File: config.mk
export PLATFORM = sky130hd
export DESIGN_NAME = defer_ifs_timer
export DESIGN_NICKNAME = d
export VERILOG_FILES = /design/src/rtl/defer_pkg.sv /design/src/rtl/defer_gap_counter.sv /design/src/rtl/defer_flag.sv /design/src/rtl/defer_grant.sv /design/src/rtl/defer_ifs_timer.sv
export SDC_FILE = /design/constraint.sdc
export NUM_CORES = 1
export LEC_CHECK = 0
export ABC_AREA = 1
export ABC_CLOCK_PERIOD_IN_PS = 2200
export BUFFER_PORTS_ARGS = -buffer_cell sky130_fd_sc_hd__buf_2
export CORE_MARGIN = 8
export CORE_UTILIZATION = 55
export DETAILED_ROUTE_END_ITERATION = 12
export PLACE_DENSITY = 0.87
export REMOVE_ABC_BUFFERS = 1
export SLEW_MARGIN = 0
export SYNTH_ARGS = -nofsm -noshare
export SYNTH_HDL_FRONTEND = slang
export SYNTH_SLANG_ARGS = --single-unit
File: constraint.sdc
create_clock -name clk -period 2.2 [get_ports clk]
set_clock_uncertainty 0.2 [all_clocks]
set_input_delay 0 -clock clk [delete_from_list [all_inputs] [get_ports clk]]
set_output_delay 0 -clock clk [all_outputs]
set_load 0.02 [all_outputs]
File: src/rtl/defer_pkg.sv
`timescale 1ns/1ps
// Shared types for the interframe deferral timer.
package defer_pkg;
    typedef enum logic [1:0] {
        PH_IDLE = 2'd0,   // gap met, medium free for a grant
        PH_BUSY = 2'd1,   // carrier or own transmission in progress
        PH_OPEN = 2'd2,   // first part of the gap, carrier may restart it
        PH_LOCK = 2'd3    // final part of the gap, carrier ignored
    } phase_e;
endpackage

File: src/rtl/defer_gap_counter.sv
`timescale 1ns/1ps
// Gap counter: counts bit ticks since the gap began and flags the tick that
// reaches each boundary. Assumes BLIND_BITS < PART1_BITS < GAP_BITS.
// Resets to GAP_BITS, so the gap reads as already met.
module defer_gap_counter #(
    parameter int GAP_BITS   = 96,
    parameter int PART1_BITS = 60,
    parameter int BLIND_BITS = 40,
    localparam int CW        = $clog2(GAP_BITS + 1)
) (
    input  logic          clk,
    input  logic          rst_n,
    input  logic          clr,
    input  logic          inc,
    output logic [CW-1:0] cnt,
    output logic          hit_blind,
    output logic          hit_part1,
    output logic          hit_gap
);
    // Count register: clear has priority over increment.
    always_ff @(posedge clk) begin
        if (!rst_n)   cnt <= CW'(GAP_BITS);
        else if (clr) cnt <= '0;
        else if (inc) cnt <= cnt + 1'b1;
    end

    // Boundary flags: true on the tick that moves the count onto a boundary.
    always_comb begin
        hit_blind = inc && !clr && (cnt == CW'(BLIND_BITS - 1));
        hit_part1 = inc && !clr && (cnt == CW'(PART1_BITS - 1));
        hit_gap   = inc && !clr && (cnt == CW'(GAP_BITS - 1));
    end
endmodule

File: src/rtl/defer_flag.sv
`timescale 1ns/1ps
// Set/clear flag. Used for the carrier blinding window.
// Clear wins when both are requested.
module defer_flag (
    input  logic clk,
    input  logic rst_n,
    input  logic set,
    input  logic clr,
    output logic q
);
    // Flag register.
    always_ff @(posedge clk) begin
        if (!rst_n)   q <= 1'b0;
        else if (clr) q <= 1'b0;
        else if (set) q <= 1'b1;
    end
endmodule

File: src/rtl/defer_grant.sv
`timescale 1ns/1ps
// Grant stage: registers the grant request as a one-cycle pulse and records
// that the current request was served. The record clears when the request
// drops or the MAC starts to transmit.
module defer_grant (
    input  logic clk,
    input  logic rst_n,
    input  logic req,
    input  logic tx_pending,
    input  logic transmitting,
    output logic tx_go,
    output logic granted
);
    // Pulse and served-request record.
    always_ff @(posedge clk) begin
        if (!rst_n) begin
            tx_go   <= 1'b0;
            granted <= 1'b0;
        end else begin
            tx_go <= req;
            if (req)                              granted <= 1'b1;
            else if (!tx_pending || transmitting) granted <= 1'b0;
        end
    end
endmodule

File: src/rtl/defer_ifs_timer.sv
`timescale 1ns/1ps
// Two-part interframe deferral timer (top). Sequences the idle, busy, open
// and locked phases, steers the gap counter and the blinding flag, and
// requests grants. Assumes bit_tick is a one-cycle pulse and that
// BLIND_BITS < PART1_BITS < GAP_BITS.
module defer_ifs_timer
    import defer_pkg::*;
#(
    parameter int GAP_BITS   = 96,
    parameter int PART1_BITS = 60,
    parameter int BLIND_BITS = 40
) (
    input  logic       clk,
    input  logic       rst_n,
    input  logic       bit_tick,
    input  logic       carrier_sense,
    input  logic       transmitting,
    input  logic       tx_pending,
    input  logic       post_tx_split_en,
    output logic       tx_go,
    output logic [1:0] gap_phase
);
    localparam int CW = $clog2(GAP_BITS + 1);

    phase_e        phase_q, phase_n;
    logic          own_q, own_n;
    logic          cnt_clr, cnt_inc, blind_set, blind_clr, grant_req;
    logic          hit_blind, hit_part1, hit_gap, blind_q, granted;
    logic [CW-1:0] gap_cnt;

    defer_gap_counter #(
        .GAP_BITS  (GAP_BITS),
        .PART1_BITS(PART1_BITS),
        .BLIND_BITS(BLIND_BITS)
    ) u_cnt (
        .clk(clk), .rst_n(rst_n), .clr(cnt_clr), .inc(cnt_inc),
        .cnt(gap_cnt), .hit_blind(hit_blind), .hit_part1(hit_part1),
        .hit_gap(hit_gap)
    );

    defer_flag u_blind (
        .clk(clk), .rst_n(rst_n), .set(blind_set), .clr(blind_clr), .q(blind_q)
    );

    defer_grant u_grant (
        .clk(clk), .rst_n(rst_n), .req(grant_req), .tx_pending(tx_pending),
        .transmitting(transmitting), .tx_go(tx_go), .granted(granted)
    );

    // Next-phase and control decode; own transmission overrides everything.
    always_comb begin
        phase_n   = phase_q;
        own_n     = own_q;
        cnt_clr   = 1'b0;
        cnt_inc   = 1'b0;
        blind_set = 1'b0;
        blind_clr = 1'b0;
        grant_req = 1'b0;
        if (transmitting) begin
            phase_n   = PH_BUSY;
            own_n     = 1'b1;
            cnt_clr   = 1'b1;
            blind_clr = 1'b1;
        end else begin
            unique case (phase_q)
                PH_BUSY: begin
                    if (own_q) begin
                        own_n   = 1'b0;
                        cnt_clr = 1'b1;
                        if (post_tx_split_en) begin
                            phase_n   = PH_OPEN;
                            blind_set = 1'b1;
                        end else begin
                            phase_n   = PH_LOCK;
                        end
                    end else if (!carrier_sense) begin
                        phase_n = PH_OPEN;
                        cnt_clr = 1'b1;
                    end
                end
                PH_OPEN: begin
                    if (carrier_sense && !blind_q) begin
                        phase_n = PH_BUSY;
                        cnt_clr = 1'b1;
                    end else begin
                        cnt_inc   = bit_tick;
                        blind_clr = hit_blind;
                        if (hit_part1) phase_n = PH_LOCK;
                    end
                end
                PH_LOCK: begin
                    cnt_inc = bit_tick;
                    if (hit_gap) begin
                        phase_n   = PH_IDLE;
                        grant_req = tx_pending && !granted;
                    end
                end
                PH_IDLE: begin
                    if (carrier_sense) phase_n   = PH_BUSY;
                    else               grant_req = tx_pending && !granted;
                end
            endcase
        end
    end

    // Phase and own-frame record.
    always_ff @(posedge clk) begin
        if (!rst_n) begin
            phase_q <= PH_IDLE;
            own_q   <= 1'b0;
        end else begin
            phase_q <= phase_n;
            own_q   <= own_n;
        end
    end

    assign gap_phase = phase_q;
endmodule

Yosys cells after proc, flatten, opt, wreduce, memory -nomap -nowiden
Cells that the tools add are included.

Bits in registers: 13. Input port bits: 7.

Add/sub/neg operators: 1. Eq/ne operators: 14. Multiplexer cells: 34. Bitwise operators: 1. Reduce and logical (&&, ||, !) cells: 20.

Operators with widths (number): two-way mux 1 bit (22); equality test 7 x 6 -> 1 bit (second input constant) (2); two-way mux 7 bit (2); two-way mux 2 bit (6); != test 3 bit (second input constant) (4); != test 4 bit (second input constant) (2); case mux 2 bit (4 select lines) (1); AND reduction 4 bit (2); adder 7 x 1 -> 7 bit (second input constant) (1); equality test 7 bit (second input constant) (1); logical AND 1 bit (6); case mux 1 bit (2 select lines) (3); nonzero test 2 bit (3); OR reduction 2 bit (3); equality test 2 bit (second input constant) (2); logical NOT 1 bit (4); != test 2 bit (second input constant) (2); equality test 2 x 1 -> 1 bit (second input constant) (1); logical NOT 2 bit (1); logical OR 1 bit (1); inverter 1 bit (1).

Depth between registers and ports, before layout
Depth after elaboration: 12. Mapped depth: 11.

Modules after synthesis
From an unflattened synthesis, not the netlist that was laid out.

Cell total of the unflattened synthesis: 134. Area total of the unflattened synthesis: 880.8 um2.

By module, submodules not included: defer_ifs_timer (instances 1, cells each 67, area each 410.4 um2, sequential area each 60.1 um2); defer_gap_counter (instances 1, cells each 52, area each 362.8 um2, sequential area each 140.1 um2); defer_grant (instances 1, cells each 10, area each 72.6 um2, sequential area each 40.0 um2); defer_flag (instances 1, cells each 5, area each 35.0 um2, sequential area each 20.0 um2).

Least setup slack after synthesis
Ideal clock, no wire load.

Path kind: register -> register. From: register phase_q[0] (netlist: gap_phase[0]). To: register phase_q[1] (netlist: gap_phase[1]). Setup time: 0.116 ns. Arrival: 1.528 ns. Data required time: 1.884 ns. Path slack: 0.356 ns. Stages on the path, launching flop included: 9. Clock period less this slack: 1.844 ns. Path through: dfxtp_1 ha_1 inv_1 a21oi_4 nand3_1 nand2_1 nand3b_1 o21ai_0 nor2_1.

Cells in the longest elaborated chain, start to end: 8. Elaborated cells on any way between the ends: 18.

RTL lines: start: declaration (RTL line defer_ifs_timer.sv:25) `phase_e phase_q, phase_n;`; start signal: assignment (RTL line defer_ifs_timer.sv:112) `phase_q <= phase_n;`; equality test 2 bit / equality test 2 x 1 -> 1 bit (equally long branches) (RTL line defer_ifs_timer.sv:65) `unique case (phase_q)`; case mux 1 bit (2 select lines) (RTL line defer_ifs_timer.sv:65); two-way mux 1 bit (RTL line defer_ifs_timer.sv:59) `if (transmitting) begin`; logical NOT 1 bit (RTL line defer_gap_counter.sv:30, defer_gap_counter.sv:31); logical AND 1 bit (RTL line defer_gap_counter.sv:30, defer_gap_counter.sv:31); logical AND 1 bit (on tied branches) (RTL line defer_gap_counter.sv:30, defer_gap_counter.sv:31); != test 3 bit (no line) / != test 2 bit (equally long branches); AND reduction 4 bit (no line).

Several ways; a longest one is shown, not always the timed one. A chain may end at the register's enable or synchronous reset.

Worst setup path after layout
Ends and elaborated chain as after synthesis.

==> results.json <==
{
  "ys_ff_latch": 13,
  "synth_area_per_cell_sq_um": 6.866,
  "drv_slew": 0,
  "synthCells": 117,
  "die_w_microns": 54.22,
  "cts_setup_buffers": 0,
  "fmax_ghz": 0.4994,
  "cts_root_buf": "clkbuf_4",
  "fin_crit_ps": 2002,
  "syn-cell-area_sq_um": 803.3,
  "drtPass1Iterations": 6,
  "worstPathRequired_ps": 2160,
  "antenna_cells": 0,
  "clock_path_buffers": 2,
  "path_max_fanout": 10,
  "drive_gt1_share_pct": 12.59,
  "grt_antenna_before_repair": 0,
  "drc": 0,
  "peakVddDrop_mv": 0.3529,
  "hold_viol": 0,
  "track_usage_pct": 12.14,
  "yosys_warnings": 0,
  "rsz0062_at_grt": "no",
  "grt_pass1_vias": 684,
  "ios": 10,
  "h-tree-depth": 1,
  "use_met3_pct": 4.336,
  "fin_setup_tns_ps": 0,
  "clk_latency_ps": 270,
  "die_area_sq_um": 2939,
  "final_core_util_pct": 71.11,
  "period_share_pct": 91.02,
  "switchingPower_uw": 169.9,
  "use_met1_pct": 14.55,
  "path_clk_slew_ps": 70,
  "num_vias": 799,
  "rows": 13,
  "cts_buffers": 3,
  "worstPathArrival_ps": 1960,
  "crit_type": "flop to flop",
  "internal_power_uw": 375.0,
  "syn2layout_area_growth_pct": 18.07,
  "worstHoldPathType": "flop to flop",
  "outcome": "complete, no violations",
  "routedWlPerCell_microns": 11.61,
  "drt-vias-per-instance": 5.327,
  "gr-usage-met2_pct": 19.47,
  "routabilityCongestion": 0.8307,
  "seqPwrFrac_pct": 47.8,
  "ys_seq_area_share_pct": 32.40,
  "grt-ovfl-total": 0,
  "die_h_microns": 54.22,
  "endpoint_kind": "flop",
  "clkPwrFrac_pct": 25.8,
  "grt_pass1_wl_microns": 2732,
  "synth_cell_types": 24,
  "dp_hpwl_microns": 1312,
  "cts_sinks": 13,
  "final_nets": 149,
  "relSlewSlack_pct": 75.22,
  "antenna_left": 0,
  "top_usage_layer": "met2",
  "setup.worst_path.start": "gap_phase[0]",
  "drtIter0Drc": 22,
  "portBuffers": 9,
  "worstHoldStart": "u_cnt.cnt[0]",
  "grt_start_max_net_pins": 11,
  "max_cap_viol_count": 0,
  "p_leak_uw": 0.0004159,
  "switching_share_pct": 31.18,
  "total_power_uw": 544.9,
  "p_per_area_nw_per_um2": 574.5,
  "r2r_start": "gap_phase[0]",
  "combinationalPowerShare_pct": 26.4,
  "routed_wirelength_microns": 1742,
  "start_util_pct": 60.23,
  "tritoncts": "built",
  "setup_violations": 0,
  "worst_pin_slew_ps": 370.3,
  "core_area_sq_um": 1334,
  "worst_setup_path_start_kind": "flop",
  "whs_ps": 282.4
}
[synth_stat cells, drive strengths merged]
cell type | instances | area (sq um)
nand3b | 2 | 15.01
nor3 | 3 | 15.01
ha | 6 | 75.07
inv | 19 | 71.31
nand4 | 5 | 31.28
xor2 | 1 | 8.760
a211oi | 1 | 7.510
dfxtp | 13 | 260.3
nor2 | 12 | 47.55
a21oi | 6 | 41.29
o22ai | 2 | 12.51
o21ai | 6 | 30.02
buf | 1 | 5.000
nand2 | 24 | 92.59
a31oi | 1 | 6.260
o221ai | 1 | 8.760
a41oi | 1 | 8.760
or2 | 1 | 6.260
nand3 | 12 | 60.06
[layer usage]
| layer | vias to the layer above | wire (microns) |
|---|---|---|
| met1 | 338 | 782 |
| li1 | 427 | - |
| met4 | 0 | 17 |
| met5 | - | 0 |
| met3 | 4 | 136 |
| met2 | 30 | 805 |
[layout by cell type, fill, tap and decap left out]
| master | Yosys | routed |
|---|---|---|
| nand2_1 | 23 | 23 |
| inv_1 | 18 | 18 |
| dfxtp_1 | 13 | 13 |
| nand3_1 | 12 | 12 |
| nor2_1 | 11 | 11 |
| buf_2 | 1 | 9 |
| ha_1 | 6 | 6 |
| dlygate4sd3_1 | 0 | 6 |
| o21ai_0 | 5 | 5 |
| nand4_1 | 5 | 5 |
| a21oi_1 | 5 | 5 |
| nor3_1 | 3 | 3 |
| clkbuf_4 | 0 | 3 |
| o22ai_1 | 2 | 2 |
| nand3b_1 | 2 | 2 |
| inv_2 | 1 | 1 |
| nand2_2 | 1 | 1 |
| a21oi_4 | 1 | 1 |
| nor2_2 | 1 | 1 |
| xor2_1 | 1 | 1 |
| or2_2 | 1 | 1 |
| a31oi_1 | 1 | 1 |
| a41oi_1 | 1 | 1 |
| o221ai_1 | 1 | 1 |
| o21ai_1 | 1 | 1 |
| a211oi_1 | 1 | 1 |
| clkbuf_1 | 0 | 1 |
[power by group through the flow]
stage	logic, uW	registers [uW]	clock network, uW
2_1_floorplan	89.6	271	0
3_3_place_gp	128	265	0
3_5_place_dp	133	266	0
4_1_cts	141	260	148
5_1_grt	162	262	160
6_report	144	260	140
[final timing paths]
path,endpoint,slack [ps],cells after the start
setup / recovery,gap_phase[1],200,9
hold / removal,u_cnt.cnt[0],280,1
setup reg to reg,gap_phase[1],200,9
hold reg to reg,u_cnt.cnt[0],280,1
[flip-flops by register name (all words and copies together) (netlist names)]
signal,flops
own_q,1
u_blind.q,1
u_cnt.cnt,7
u_grant.tx_go,1
gap_phase,2
u_grant.granted,1
[stage by stage]
step	instance area, sq um	worst slack (ps)	instances
after detailed placement	862.1	232.8	140
after CTS	948.4	225.7	150
final	948.4	197.6	150
after floorplan	798.3	356.1	116
after global placement	862.1	347.0	140
after global routing	948.4	25.83	150
[timing repair]
item,CTS,global route
hold endpoints to repair,11,0
resized for setup,0,0
hold buffers,6,0
[cells by family after synthesis]
logic type,Yosys count,synth area share (%)
AND/OR/NAND/NOR,59,33.33
buffers and inverters,20,9.500
AO/OA/AOI/OAI,18,14.33
flip-flops,13,32.40
adder cells (fa/ha/maj),6,9.346
XOR/XNOR,1,1.091
[final cells by class]
class	instances	area (sq um)
clock buffer	4	26.28
multi-input combinational	84	466.7
tap	15	18.77
sequential	13	260.3
timing repair buffer	15	105.1
fill	106	385.4
inverter	19	71.32
[worst max-delay path, cell delays in order, from the launching register on]
cell,delay [ps]
dfxtp_1,360
inv_1,100
ha_1,220
nand2_2,100
a21oi_4,260
nand3_1,190
nand2_1,90
nand3b_1,120
o21ai_0,210
nor2_1,60
Power figures use the tool's default switching activity.
